$ cat config.mk
export PLATFORM = sky130hd
export DESIGN_NAME = adcsdo_port
export DESIGN_NICKNAME = d
export VERILOG_FILES = /design/src/rtl/adcsdo_pkg.sv /design/src/rtl/adcsdo_sync.sv /design/src/rtl/adcsdo_shift.sv /design/src/rtl/adcsdo_ctrl.sv /design/src/rtl/adcsdo_port.sv
export SDC_FILE = /design/constraint.sdc
export NUM_CORES = 1
export LEC_CHECK = 0
export ABC_AREA = 1
export CAP_MARGIN = 15
export CORE_ASPECT_RATIO = 0.5
export CORE_MARGIN = 10
export CORE_UTILIZATION = 45
export DETAILED_ROUTE_END_ITERATION = 7
export PLACE_DENSITY = 0.65
export SLEW_MARGIN = 25
export SYNTH_ARGS = -nofsm -noshare
export SYNTH_HDL_FRONTEND = slang
export SYNTH_SLANG_ARGS = --single-unit
$ cat constraint.sdc
create_clock -name clk -period 3.5 [get_ports clk]
set_clock_uncertainty 0.1 [all_clocks]
set_input_delay 0.525 -clock clk [delete_from_list [all_inputs] [get_ports clk]]
set_output_delay 0.525 -clock clk [all_outputs]
set_load 0.005 [all_outputs]
$ cat src/rtl/adcsdo_pkg.sv
package adcsdo_pkg;
   typedef enum logic [1:0] {
      ST_IDLE    = 2'd0,
      ST_WAIT_FS = 2'd1,
      ST_SHIFT   = 2'd2,
      ST_DONE    = 2'd3
   } port_state_e;
endpackage

$ cat src/rtl/adcsdo_sync.sv
module adcsdo_sync #(
   parameter int   STAGES    = 2,
   parameter logic RESET_VAL = 1'b0
) (
   input  logic clk,
   input  logic rst_n,
   input  logic pin_i,
   output logic level_o,
   output logic prev_o
);
   if (STAGES < 2) begin : g_bad_stages
      $error("adcsdo_sync: STAGES must be at least 2");
   end

   logic [STAGES-1:0] chain_q;
   logic              prev_q;

   always_ff @(posedge clk or negedge rst_n) begin
      if (!rst_n) begin
         chain_q <= {STAGES{RESET_VAL}};
         prev_q  <= RESET_VAL;
      end else begin
         chain_q <= {chain_q[STAGES-2:0], pin_i};
         prev_q  <= chain_q[STAGES-1];
      end
   end

   assign level_o = chain_q[STAGES-1];
   assign prev_o  = prev_q;
endmodule

$ cat src/rtl/adcsdo_shift.sv
module adcsdo_shift #(
   parameter int RESULT_W = 14,
   parameter int FRAME_W  = 16
) (
   input  logic                clk,
   input  logic                rst_n,
   input  logic                store_i,
   input  logic [RESULT_W-1:0] store_word_i,
   input  logic                start_i,
   input  logic                shift_i,
   output logic                msb_o
);
   localparam int PAD_W = FRAME_W - RESULT_W;

   if (FRAME_W < RESULT_W || RESULT_W < 1) begin : g_bad_widths
      $error("adcsdo_shift: FRAME_W must be at least RESULT_W");
   end

   logic [RESULT_W-1:0] word_q;
   logic [FRAME_W-1:0]  frame_q;
   logic [FRAME_W-1:0]  frame_init;

   if (PAD_W == 0) begin : g_nopad
      assign frame_init = word_q;
   end else begin : g_pad
      assign frame_init = {word_q, {PAD_W{1'b0}}};
   end

   always_ff @(posedge clk or negedge rst_n) begin
      if (!rst_n) begin
         word_q <= '0;
      end else if (store_i) begin
         word_q <= store_word_i;
      end
   end

   always_ff @(posedge clk or negedge rst_n) begin
      if (!rst_n) begin
         frame_q <= '0;
      end else if (start_i) begin
         frame_q <= frame_init;
      end else if (shift_i) begin
         frame_q <= {frame_q[FRAME_W-2:0], 1'b0};
      end
   end

   assign msb_o = frame_q[FRAME_W-1];

   AST_FRAME_HOLD: assert property (@(posedge clk) disable iff (!rst_n)
      (!start_i && !shift_i) |=> $stable(frame_q));
   AST_LOAD_NO_TOUCH: assert property (@(posedge clk) disable iff (!rst_n)
      (store_i && !start_i && !shift_i) |=> $stable(msb_o));
endmodule

$ cat src/rtl/adcsdo_ctrl.sv
module adcsdo_ctrl
   import adcsdo_pkg::*;
#(
   parameter int FRAME_W = 16
) (
   input  logic clk,
   input  logic rst_n,
   input  logic cs_level_i,
   input  logic cs_fall_i,
   input  logic fs_level_i,
   input  logic fs_rise_i,
   input  logic sclk_rise_i,
   output logic start_o,
   output logic shift_o,
   output logic drive_o
);
   localparam int END_CNT = FRAME_W + 1;
   localparam int CNT_W   = $clog2(END_CNT + 1);
   localparam logic [CNT_W-1:0] LAST_CNT = CNT_W'(END_CNT - 1);
   localparam logic [CNT_W-1:0] DONE_CNT = CNT_W'(END_CNT);

   if (FRAME_W < 2) begin : g_bad_frame
      $error("adcsdo_ctrl: FRAME_W must be at least 2");
   end

   port_state_e      state_q, state_d;
   logic [CNT_W-1:0] cnt_q, cnt_d;

   always_comb begin
      state_d = state_q;
      cnt_d   = cnt_q;
      if (cs_level_i) begin
         state_d = ST_IDLE;
         cnt_d   = '0;
      end else begin
         case (state_q)
            ST_IDLE: begin
               if (cs_fall_i) begin
                  state_d = fs_level_i ? ST_SHIFT : ST_WAIT_FS;
                  cnt_d   = '0;
               end
            end
            ST_WAIT_FS: begin
               if (fs_rise_i) state_d = ST_SHIFT;
            end
            ST_SHIFT: begin
               if (sclk_rise_i) begin
                  if (cnt_q == LAST_CNT) begin
                     state_d = ST_DONE;
                     cnt_d   = DONE_CNT;
                  end else begin
                     cnt_d = cnt_q + 1'b1;
                  end
               end
            end
            default: state_d = ST_DONE;
         endcase
      end
   end

   always_ff @(posedge clk or negedge rst_n) begin
      if (!rst_n) begin
         state_q <= ST_IDLE;
         cnt_q   <= '0;
      end else begin
         state_q <= state_d;
         cnt_q   <= cnt_d;
      end
   end

   assign start_o = (state_q == ST_IDLE) && !cs_level_i && cs_fall_i;
   assign shift_o = (state_q == ST_SHIFT) && !cs_level_i && sclk_rise_i && (cnt_q != LAST_CNT);
   assign drive_o = (state_q == ST_SHIFT);

   AST_CS_HIGH_FLOAT: assert property (@(posedge clk) disable iff (!rst_n)
      cs_level_i |=> !drive_o);
   AST_CS_MODE_DRIVE: assert property (@(posedge clk) disable iff (!rst_n)
      (start_o && fs_level_i) |=> drive_o);
   AST_FS_MODE_WAIT: assert property (@(posedge clk) disable iff (!rst_n)
      (start_o && !fs_level_i) |=> (!drive_o && state_q == ST_WAIT_FS));
   AST_LAST_EDGE_FLOAT: assert property (@(posedge clk) disable iff (!rst_n)
      (drive_o && !cs_level_i && sclk_rise_i && cnt_q == LAST_CNT) |=> !drive_o);
   AST_CNT_RANGE: assert property (@(posedge clk) disable iff (!rst_n)
      cnt_q <= DONE_CNT);
   AST_CS_OVER_SCLK: assert property (@(posedge clk) disable iff (!rst_n)
      (cs_level_i && sclk_rise_i) |=> (cnt_q == '0 && !drive_o));
endmodule

$ cat src/rtl/adcsdo_port.sv
module adcsdo_port #(
   parameter int RESULT_W    = 14,
   parameter int FRAME_W     = 16,
   parameter int SYNC_STAGES = 2
) (
   input  logic                clk,
   input  logic                rst_n,
   input  logic                cs_n_i,
   input  logic                fs_i,
   input  logic                sclk_i,
   input  logic [RESULT_W-1:0] result_i,
   input  logic                load_i,
   output logic                sdo_o,
   output logic                sdo_oe_o
);
   logic cs_lvl, cs_prev, fs_lvl, fs_prev, sc_lvl, sc_prev;
   logic cs_fall, fs_rise, sc_rise;
   logic start, shift, drive, msb;

   adcsdo_sync #(.STAGES(SYNC_STAGES), .RESET_VAL(1'b1)) u_cs_sync (
      .clk(clk), .rst_n(rst_n), .pin_i(cs_n_i), .level_o(cs_lvl), .prev_o(cs_prev));
   adcsdo_sync #(.STAGES(SYNC_STAGES), .RESET_VAL(1'b1)) u_fs_sync (
      .clk(clk), .rst_n(rst_n), .pin_i(fs_i), .level_o(fs_lvl), .prev_o(fs_prev));
   adcsdo_sync #(.STAGES(SYNC_STAGES), .RESET_VAL(1'b0)) u_sclk_sync (
      .clk(clk), .rst_n(rst_n), .pin_i(sclk_i), .level_o(sc_lvl), .prev_o(sc_prev));

   assign cs_fall = !cs_lvl && cs_prev;
   assign fs_rise = fs_lvl && !fs_prev;
   assign sc_rise = sc_lvl && !sc_prev;

   adcsdo_ctrl #(.FRAME_W(FRAME_W)) u_ctrl (
      .clk(clk), .rst_n(rst_n),
      .cs_level_i(cs_lvl), .cs_fall_i(cs_fall),
      .fs_level_i(fs_lvl), .fs_rise_i(fs_rise),
      .sclk_rise_i(sc_rise),
      .start_o(start), .shift_o(shift), .drive_o(drive));

   adcsdo_shift #(.RESULT_W(RESULT_W), .FRAME_W(FRAME_W)) u_shift (
      .clk(clk), .rst_n(rst_n),
      .store_i(load_i), .store_word_i(result_i),
      .start_i(start), .shift_i(shift), .msb_o(msb));

   assign sdo_oe_o = drive;
   assign sdo_o    = drive & msb;

   AST_START_FROM_FALL: assert property (@(posedge clk) disable iff (!rst_n)
      start |-> (!cs_lvl && cs_prev));
   AST_IDLE_PIN_QUIET: assert property (@(posedge clk) disable iff (!rst_n)
      !sdo_oe_o |-> !sdo_o);
endmodule

==> run metrics, run 1 <==
EDFF count, synth 0; post-route clock period utilization 0.628; CTS tree built; startpoint types flop; asr flop ratio synth 1.00; top-count cell post-synth nand2_1; drt wl/cell 11.4 um; Setup Buffers After CTS 0; RSZ-0062 raised after global routing false; largest net degree at the start of global routing 45; PostCTS Resize Cnt 0; post-synthesis sequential area ratio 0.544; Worst Path Required 2.87 ns; drt first pass iters 5; Hold Path Class input port to async pin; Max VDD drop 0.230 mV; Rows 17; CTS Buf Count 5; TNS Setup 0 ns; clock buffer depth 2; Fin. Hold Viols 0; Die Footprint 7780 um^2; share of the core filled with cells 0.535; number of global-route vias before repair 1441; max_cap viols 0; CP arrival 1.57 ns; Post-DP HPWL 2470 um; IO Port Bufs 21; top-level I/O count 22; GRT Util Overall 0.104; crit path max fanout 5; Mapped Cells 240; clock root cell clkbuf_8; fin nets 281; initial antenna violation count 0; max_slew headroom 0.463; Setup Viol. Count Final 0; initial cell density of the core 0.465; area delta synth->final 15.0%; PwrDens 593 nW/um^2; Slew Viols, Final 0; wirelength, routed 3620 um; Peak Freq 455 MHz; core footprint 4380 um^2; fraction of layout cells with a size suffix above 1 0.0962; Synth area leaders dfrtp_1 47%, nand2_1 14%, o21ai_0 7.9%; Worst-path clk slew 0.08 ns; area leader, netlist dfrtp_1; Worst-Margin Slew 0.804 ns; Leak 1.15 nW; CP endpoint kind primary output; first-pass GRT wire length 6490 um; Via density 4.80; via count 1523; Post-CTS Hold Fix Bufs 0; die width 115 um; Hold WS 0.105 ns; post-route ant nets 0; CTS H-tree lvls 2; Synth top cells by count 78 x nand2_1, 38 x dfrtp_1, 32 x o21ai_0, 28 x inv_1, 19 x nand3_1; drt first-iter violations 63; DRC viols 0; Tot Pwr 1.39 mW; CTS Sinks 44; shortest period the worst path allows 2.20 ns; synthesized area per cell 8.49 um^2; GPL Wtd Cong 0.842; Mapped Nets 262; grt ovf 0; synthesized cell area 2040 um^2; Primary FF master, synth dfrtp_1; Synth cell types 22; number of synthesis warnings 0; post-synth top area share 0.467; outcome finished clean; diode count 0; #FFs+latches synth 44; clock latency on the worst-skew pair 0.30 ns; Setup CP Type flop to primary output; Die Ht 67.6 um
==> placed cells by master, fill, tap and decap left out, drive strengths merged, types with 2 or more instances in the layout <==
master,instances
nand4,2
o21ai,34
nor2,14
clkdlybuf4s50,20
ha,2
nand2,80
clkbuf,6
dfstp,6
dfrtp,38
nand3,22
a21oi,2
inv,30
clkinv,2
==> final timing paths <==
| path | from | to | slack (ns) | depth (start not counted) |
|---|---|---|---|---|
| setup / recovery | u_ctrl.state_q[1] | sdo_oe_o | 1.30 | 3 |
| hold / removal | rst_n | u_shift.word_q[6] | 0.11 | 1 |
| setup reg to reg | u_ctrl.cnt_q[0] | u_shift.frame_q[7] | 1.80 | 9 |
| hold reg to reg | u_sclk_sync.chain_q[0] | u_sclk_sync.chain_q[1] | 0.26 | 0 |
| max in group asynchronous | rst_n | u_cs_sync.prev_o | 2.80 | 1 |
| min in group clk | u_sclk_sync.chain_q[0] | u_sclk_sync.chain_q[1] | 0.26 | 0 |
==> layout make-up <==
type / count / area (um^2)
Timing Repair Buffer: 21 / 208
Sequential cell: 44 / 1110
Clock buffer: 6 / 82.6
Clock inverter: 2 / 10.0
Multi-Input combinational cell: 157 / 752
Fill cell: 422 / 2040
Tap cell: 57 / 71.3
Inverter: 30 / 113
==> routing by layer <==
metal | vias to the layer above | wire length [um] | GRT usage | share of wire
met2 | 26 | 1700 | 0.170 | 0.47
met1 | 704 | 1740 | 0.125 | 0.48
met3 | 7 | 115 | 0.0318 | 0.032
li1 | 786 | - | - | -
met4 | 0 | 55 | 0.0475 | 0.015
met5 | - | 0 | 0 | 0
==> cell families after synthesis <==
family / after synthesis / synth area share
AND/OR/NAND/NOR: 118 / 0.264
flip-flops: 44 / 0.544
buffers and inverters: 39 / 0.0872
AO/OA/AOI/OAI: 36 / 0.0884
adder cells (fa/ha/maj): 2 / 0.0123
XOR/XNOR: 1 / 0.00430
==> stage by stage <==
stage / setup WS, ns / cell area [um^2] / std cells
floorplan: 2.06 / 2040 / 240
global placement: 1.55 / 2250 / 309
detailed placement: 1.50 / 2250 / 309
CTS: 1.29 / 2340 / 317
global route: 1.22 / 2340 / 317
finish: 1.30 / 2340 / 317
==> critical path, cell delays in order, from the launching register on <==
cell and delay (ns):
dfrtp_1 0.48, inv_1 0.14, nor2_4 0.14, clkdlybuf4s50_1 0.52
==> report_power, final <==
| group | total (mW) | internal (mW) | switching (mW) |
|---|---|---|---|
| Sequential | 0.689 | 0.617 | 0.0719 |
| Clock | 0.328 | 0.158 | 0.170 |
| Combinational | 0.374 | 0.151 | 0.222 |
| Total | 1.39 | 0.926 | 0.465 |
==> flip-flops by register name, summed over array words and instances, names as in the netlist <==
signal and count:
u_shift.frame_q 14, u_shift.word_q 14, u_ctrl.cnt_q 5, u_cs_sync.chain_q 2
u_ctrl.state_q 2, u_fs_sync.chain_q 2, u_sclk_sync.chain_q 2, u_cs_sync.prev_o 1
u_fs_sync.prev_o 1, u_sclk_sync.prev_o 1
No activity file was read; power rests on OpenSTA's default activity.
==> run 2, diff against run 1 <==
PLACE_DENSITY = 0.67   (was 0.65)
clock period = 1.89 ns   (was 3.5 ns; I/O delays follow)
==> run 2 against run 1 <==
Sequential share of layout area fell by 1.5 points. Sequential cell count did not move. Largest power group unchanged. Via count rose by 1.4%. Worst setup slack got worse by 1.1 ns. Global-route usage rose by 0.28 points. Sequential power rose by 86%. Final area rose by 3.5%. First-iteration DRC count rose by 79%. Hold slack improved by 0.15 ns.
==> run metrics, run 2 (synthesis results as in run 1) <==
outcome finished clean; Sequential Power Share 0.472; Setup Viol. Count Final 0; RSZ-0062 raised after global routing false; CP endpoint kind flop; commonest cells after routing, fill and taps aside 78 x nand2_1, 36 x dfrtp_1, 32 x o21ai_0; number of global-route vias before repair 1511; Rows 17; first-pass GRT wire length 6690 um; Finished Cell Area 2430 um^2; CP max stage cell dfrtp_1; Die Footprint 7780 um^2; clock latency on the worst-skew pair 0.29 ns; sequential cell area 1110 um^2; clock network power share 0.260; CTS Buf Count 5; Via density 4.80; fraction of layout cells with a size suffix above 1 0.117; Peak Freq 609 MHz; drt wl/cell 11.7 um; Placed Cells 312; via count 1545; post-route insts no fill 322; drt first-iter violations 113; fin nets 286; CP arrival 1.77 ns; Place WS 0.254 ns; IO Port Bufs 21; grt ovf 0; PwrDens 1120 nW/um^2; clock root cell clkbuf_8; setup ws final 0.247 ns; Worst Path Required 2.02 ns; CTS Sinks 44; GRT Util Overall 0.106; CTS tree built; max_cap viols 0; Fill cells 403; total internal power 1.84 mW; Multi-input gate area 752 um^2; Net Sw Frac 0.320; Worst-path clk slew 0.08 ns; initial cell density of the core 0.465; Slew Viols, Final 0; wirelength, routed 3780 um; crit path max fanout 15; Max VDD drop 0.411 mV; startpoint types flop; Worst R2R Path Depth 9; CP most frequent cell nand2_1; post-route clock period utilization 0.869; Worst-Margin Slew 0.507 ns; share of power burned in combinational logic 0.269; Tot Pwr 2.71 mW; Fin. Hold Viols 0; shortest period the worst path allows 1.64 ns; initial antenna violation count 0; Hold Path Class flop to flop; drt first pass iters 5; net switching power figure 0.869 mW; top-level I/O count 22; Leak 1.19 nW; Setup CP Type flop to flop; clock buffer depth 2; post-route ant nets 0; DRC viols 0; WHS Path Cells 0; area delta synth->final 19.0%; TNS Setup 0 ns; Top Registers u_shift.frame_q x14, u_shift.word_q x14, u_ctrl.cnt_q x5; diode count 0; max_slew headroom 0.662; Die Ht 67.6 um; largest net degree at the start of global routing 30; Post-DP HPWL 2670 um; CP max stage delay 0.42 ns; Critical Path, Cell by Cell inv_1 -> ha_1 -> nand2_1 -> inv_1 -> nand2_1 -> nand3_4 -> nand2_4 -> nand2_1 -> nand2_1; die width 115 um; CTS H-tree lvls 2; GPL Wtd Cong 0.878; core footprint 4380 um^2; commonest non-fill, non-tap cell in the layout nand2_1; placed inst area 2300 um^2
==> run 2: cell count changes in the layout (fill, tap and decap cells not counted), sizes merged <==
cell	before	now
buf	1	5
clkdlybuf4s50	20	18
dlygate4sd2	0	2
bufinv	0	1
clkbuf	6	5
clkinv	2	1
clkinvlp	0	1
dlygate4sd3	0	1
==> run 2: worst paths after layout <==
path / start / to / slack, ns
max in group asynchronous: rst_n / u_shift.frame_q[6] / 0.77
max: u_ctrl.cnt_q[0] / u_shift.frame_q[12] / 0.25
min: u_sclk_sync.chain_q[0] / u_sclk_sync.chain_q[1] / 0.25
min in group asynchronous: rst_n / u_shift.word_q[1] / 0.42
max reg2reg: u_ctrl.cnt_q[0] / u_shift.frame_q[12] / 0.25
min reg2reg: u_sclk_sync.chain_q[0] / u_sclk_sync.chain_q[1] / 0.25
==> run 2: worst max-delay path: cells and delay by family, from the launching register on <==
family	cells	cell delay, ns
and+or+nand+nor	6	0.74
DFF	1	0.42
buffers and inverters	2	0.12
adders and majority gates	1	0.20
==> run 2: area by class of cell <==
cell class	count	area share
Inverter	30	0.0464
Clock inverter	3	0.0175
Timing Repair Buffer	26	0.110
Tap cell	57	0.0294
Sequential cell	44	0.458
Clock buffer	5	0.0284
Multi-Input combinational cell	157	0.310
==> run 2: what timing repair did <==
item,in CTS,in global routing
hold endpoints to repair,15,0
setup endpoints to repair,2,0
buffers inserted,1,0
hold buffers,1,0
resized for setup,4,0
==> run 2: layer usage <==
layer	routed length (um)	global-route usage
met5	0	0
met4	67	0.0598
met3	157	0.0309
met2	1880	0.184
met1	1670	0.118
==> run 2: power groups by stage <==
stage	Sequential, mW	Combinational, mW	Clock [mW]
after floorplan	1.27	0.553	0
after global placement	1.29	0.699	0
after detailed placement	1.29	0.725	0
after CTS	1.28	0.736	0.728
after global routing	1.30	0.859	0.772
final	1.28	0.729	0.704
==> run 2: metrics by stage <==
stage	hold WS [ns]	utilization
after CTS	0.255	0.554
after global routing	0.265	0.554
after floorplan	-0.112	-
final	0.253	0.554
after global placement	0.175	0.524
after detailed placement	0.188	0.524
==> run 3, diff against run 2 <==
PLACE_DENSITY = 0.65   (was 0.67)
clock period = 1.7 ns   (was 1.89 ns; I/O delays follow)
==> run 3 against run 2 <==
Sequential cell count did not move. Sequential share of layout area fell by 0.77 points. First-iteration DRC count fell by 6.2%. Register-to-register slack got worse by 0.07 ns. Clock power rose by 0.6%. Global-route usage fell by 0.19 points. Final cell count rose by 2.2%. Die area did not move. Sequential power rose by 9%. Hold slack barely moved. Final area rose by 1.7%.
==> run metrics, run 3 (synthesis results as in run 1) <==
outcome finished clean; Worst Path Required 1.34 ns; via count 1557; CTS Buf Count 5; GRT Util Overall 0.104; Tot Pwr 2.98 mW; Via density 4.73; sequential cell area 1110 um^2; Net Sw Frac 0.322; fraction of layout cells with a size suffix above 1 0.136; GPL Wtd Cong 0.922; CTS H-tree lvls 2; CP max stage cell dfrtp_2; Sequential Power Share 0.468; met3 WL 116 um; shortest period the worst path allows 1.60 ns; top-level I/O count 22; R2R Setup Slk 0.18 ns; Peak Freq 626 MHz; Place WS 0.105 ns; Leak 1.22 nW; RSZ-0062 raised after global routing false; TNS Setup 0 ns; post-route insts no fill 329; Critical Path, Cell by Cell buf_4 -> nand2_2 -> nor2_1 -> dlygate4sd2_1; first-pass GRT wire length 6490 um; Crit Reg-Reg Startpoint u_cs_sync.chain_q[1]; uppermost layer routed met4; CTS tree built; Hold Startpoint u_sclk_sync.chain_q[0]; drt first-iter violations 106; startpoint types flop; met2 WL post-DR 1790 um; CP max stage delay 0.41 ns; area delta synth->final 21.1%; IO Port Bufs 21; initial antenna violation count 0; Worst Path Buf+Inv 2; clock root cell clkbuf_8; fin nets 293; Hold Path Class flop to flop; clock buffer depth 2; Slew Viols, Final 0; diode count 0; top cell family by delay on the critical path buffers and inverters; post-route ant nets 0; commonest non-fill, non-tap cell in the layout nand2_1; Setup Viol. Count Final 0; Placed Cells 318; wirelength, routed 3720 um; Worst-Margin Slew 0.235 ns; drt first pass iters 4; max_slew headroom 0.844; Fill cells 400; clock network power share 0.238; largest net degree at the start of global routing 45; max_cap viols 0; setup ws final 0.102 ns; post-route clock period utilization 0.940; net switching power figure 0.958 mW; total internal power 2.02 mW; WL met1 1740 um; Multi-input gate area 752 um^2; CP arrival 1.24 ns; DRC viols 0; Rows 17; Worst-path clk slew 0.08 ns; number of global-route vias before repair 1510; CP endpoint kind primary output; Fin. Hold Viols 0; share of power burned in combinational logic 0.294; Die Ht 67.6 um; initial cell density of the core 0.465; die width 115 um; crit path max fanout 4; Setup CP Type flop to primary output; core footprint 4380 um^2; PwrDens 1210 nW/um^2; Post-DP HPWL 2560 um; grt ovf 0; Worst setup startpoint u_ctrl.state_q[1]; clock latency on the worst-skew pair 0.29 ns; Top Registers u_shift.frame_q x14, u_shift.word_q x14, u_ctrl.cnt_q x5; Max VDD drop 0.438 mV; Die Footprint 7780 um^2; drt wl/cell 11.3 um; CTS Sinks 44; commonest cells after routing, fill and taps aside 78 x nand2_1, 36 x dfrtp_1, 32 x o21ai_0
[run 3: timing repair]
| item | 4_1_cts | 5_1_grt |
|---|---|---|
| setup buffers | 2 | 0 |
| endpoints found under the setup margin | 2 | 0 |
| gates resized for setup | 4 | 0 |
| hold buffers | 1 | 0 |
| hold endpoints to repair | 38 | 0 |
[run 3: worst paths after layout]
path / end / depth (start not counted)
min: u_sclk_sync.chain_q[1] / 0
max: sdo_o / 4
min in group asynchronous: u_shift.frame_q[12] / 3
min reg2reg: u_sclk_sync.chain_q[1] / 0
max reg2reg: u_shift.frame_q[8] / 6
max in group asynchronous: u_cs_sync.prev_o / 3
[run 3: final cells by class]
| cell class | count | area share |
|---|---|---|
| Tap cell | 57 | 0.0289 |
| Timing Repair Buffer | 33 | 0.130 |
| Sequential cell | 44 | 0.450 |
| Clock buffer | 8 | 0.0406 |
| Multi-Input combinational cell | 157 | 0.305 |
| Inverter | 30 | 0.0456 |
[run 3: metal layers]
layer | vias to the layer above | global-route usage
li1 | 809 | -
met1 | 716 | 0.119
met2 | 25 | 0.175
met3 | 7 | 0.0274
met4 | 0 | 0.0690
met5 | - | 0
[run 3: power groups by stage]
stage | clock, mW | sequential [mW] | combinational [mW]
after floorplan | 0 | 1.41 | 0.615
after global placement | 0 | 1.42 | 0.813
after detailed placement | 0 | 1.43 | 0.835
after CTS | 0.743 | 1.39 | 0.881
after global routing | 0.774 | 1.42 | 1.02
final | 0.708 | 1.39 | 0.875
[run 3: through the flow]
step | utilization | cell area [um^2] | hold WS [ns]
floorplan | - | 2040 | -0.141
global placement | 0.535 | 2340 | 0.148
detailed placement | 0.535 | 2340 | 0.152
CTS | 0.563 | 2470 | 0.254
global route | 0.563 | 2470 | 0.260
finish | 0.563 | 2470 | 0.253
[run 3: worst reg2reg max path, delay by kind of cell, from the launching register on]
family        cells  cell delay, ns
flops             1            0.65
simple gates      4            0.38
buf+inv           2            0.29
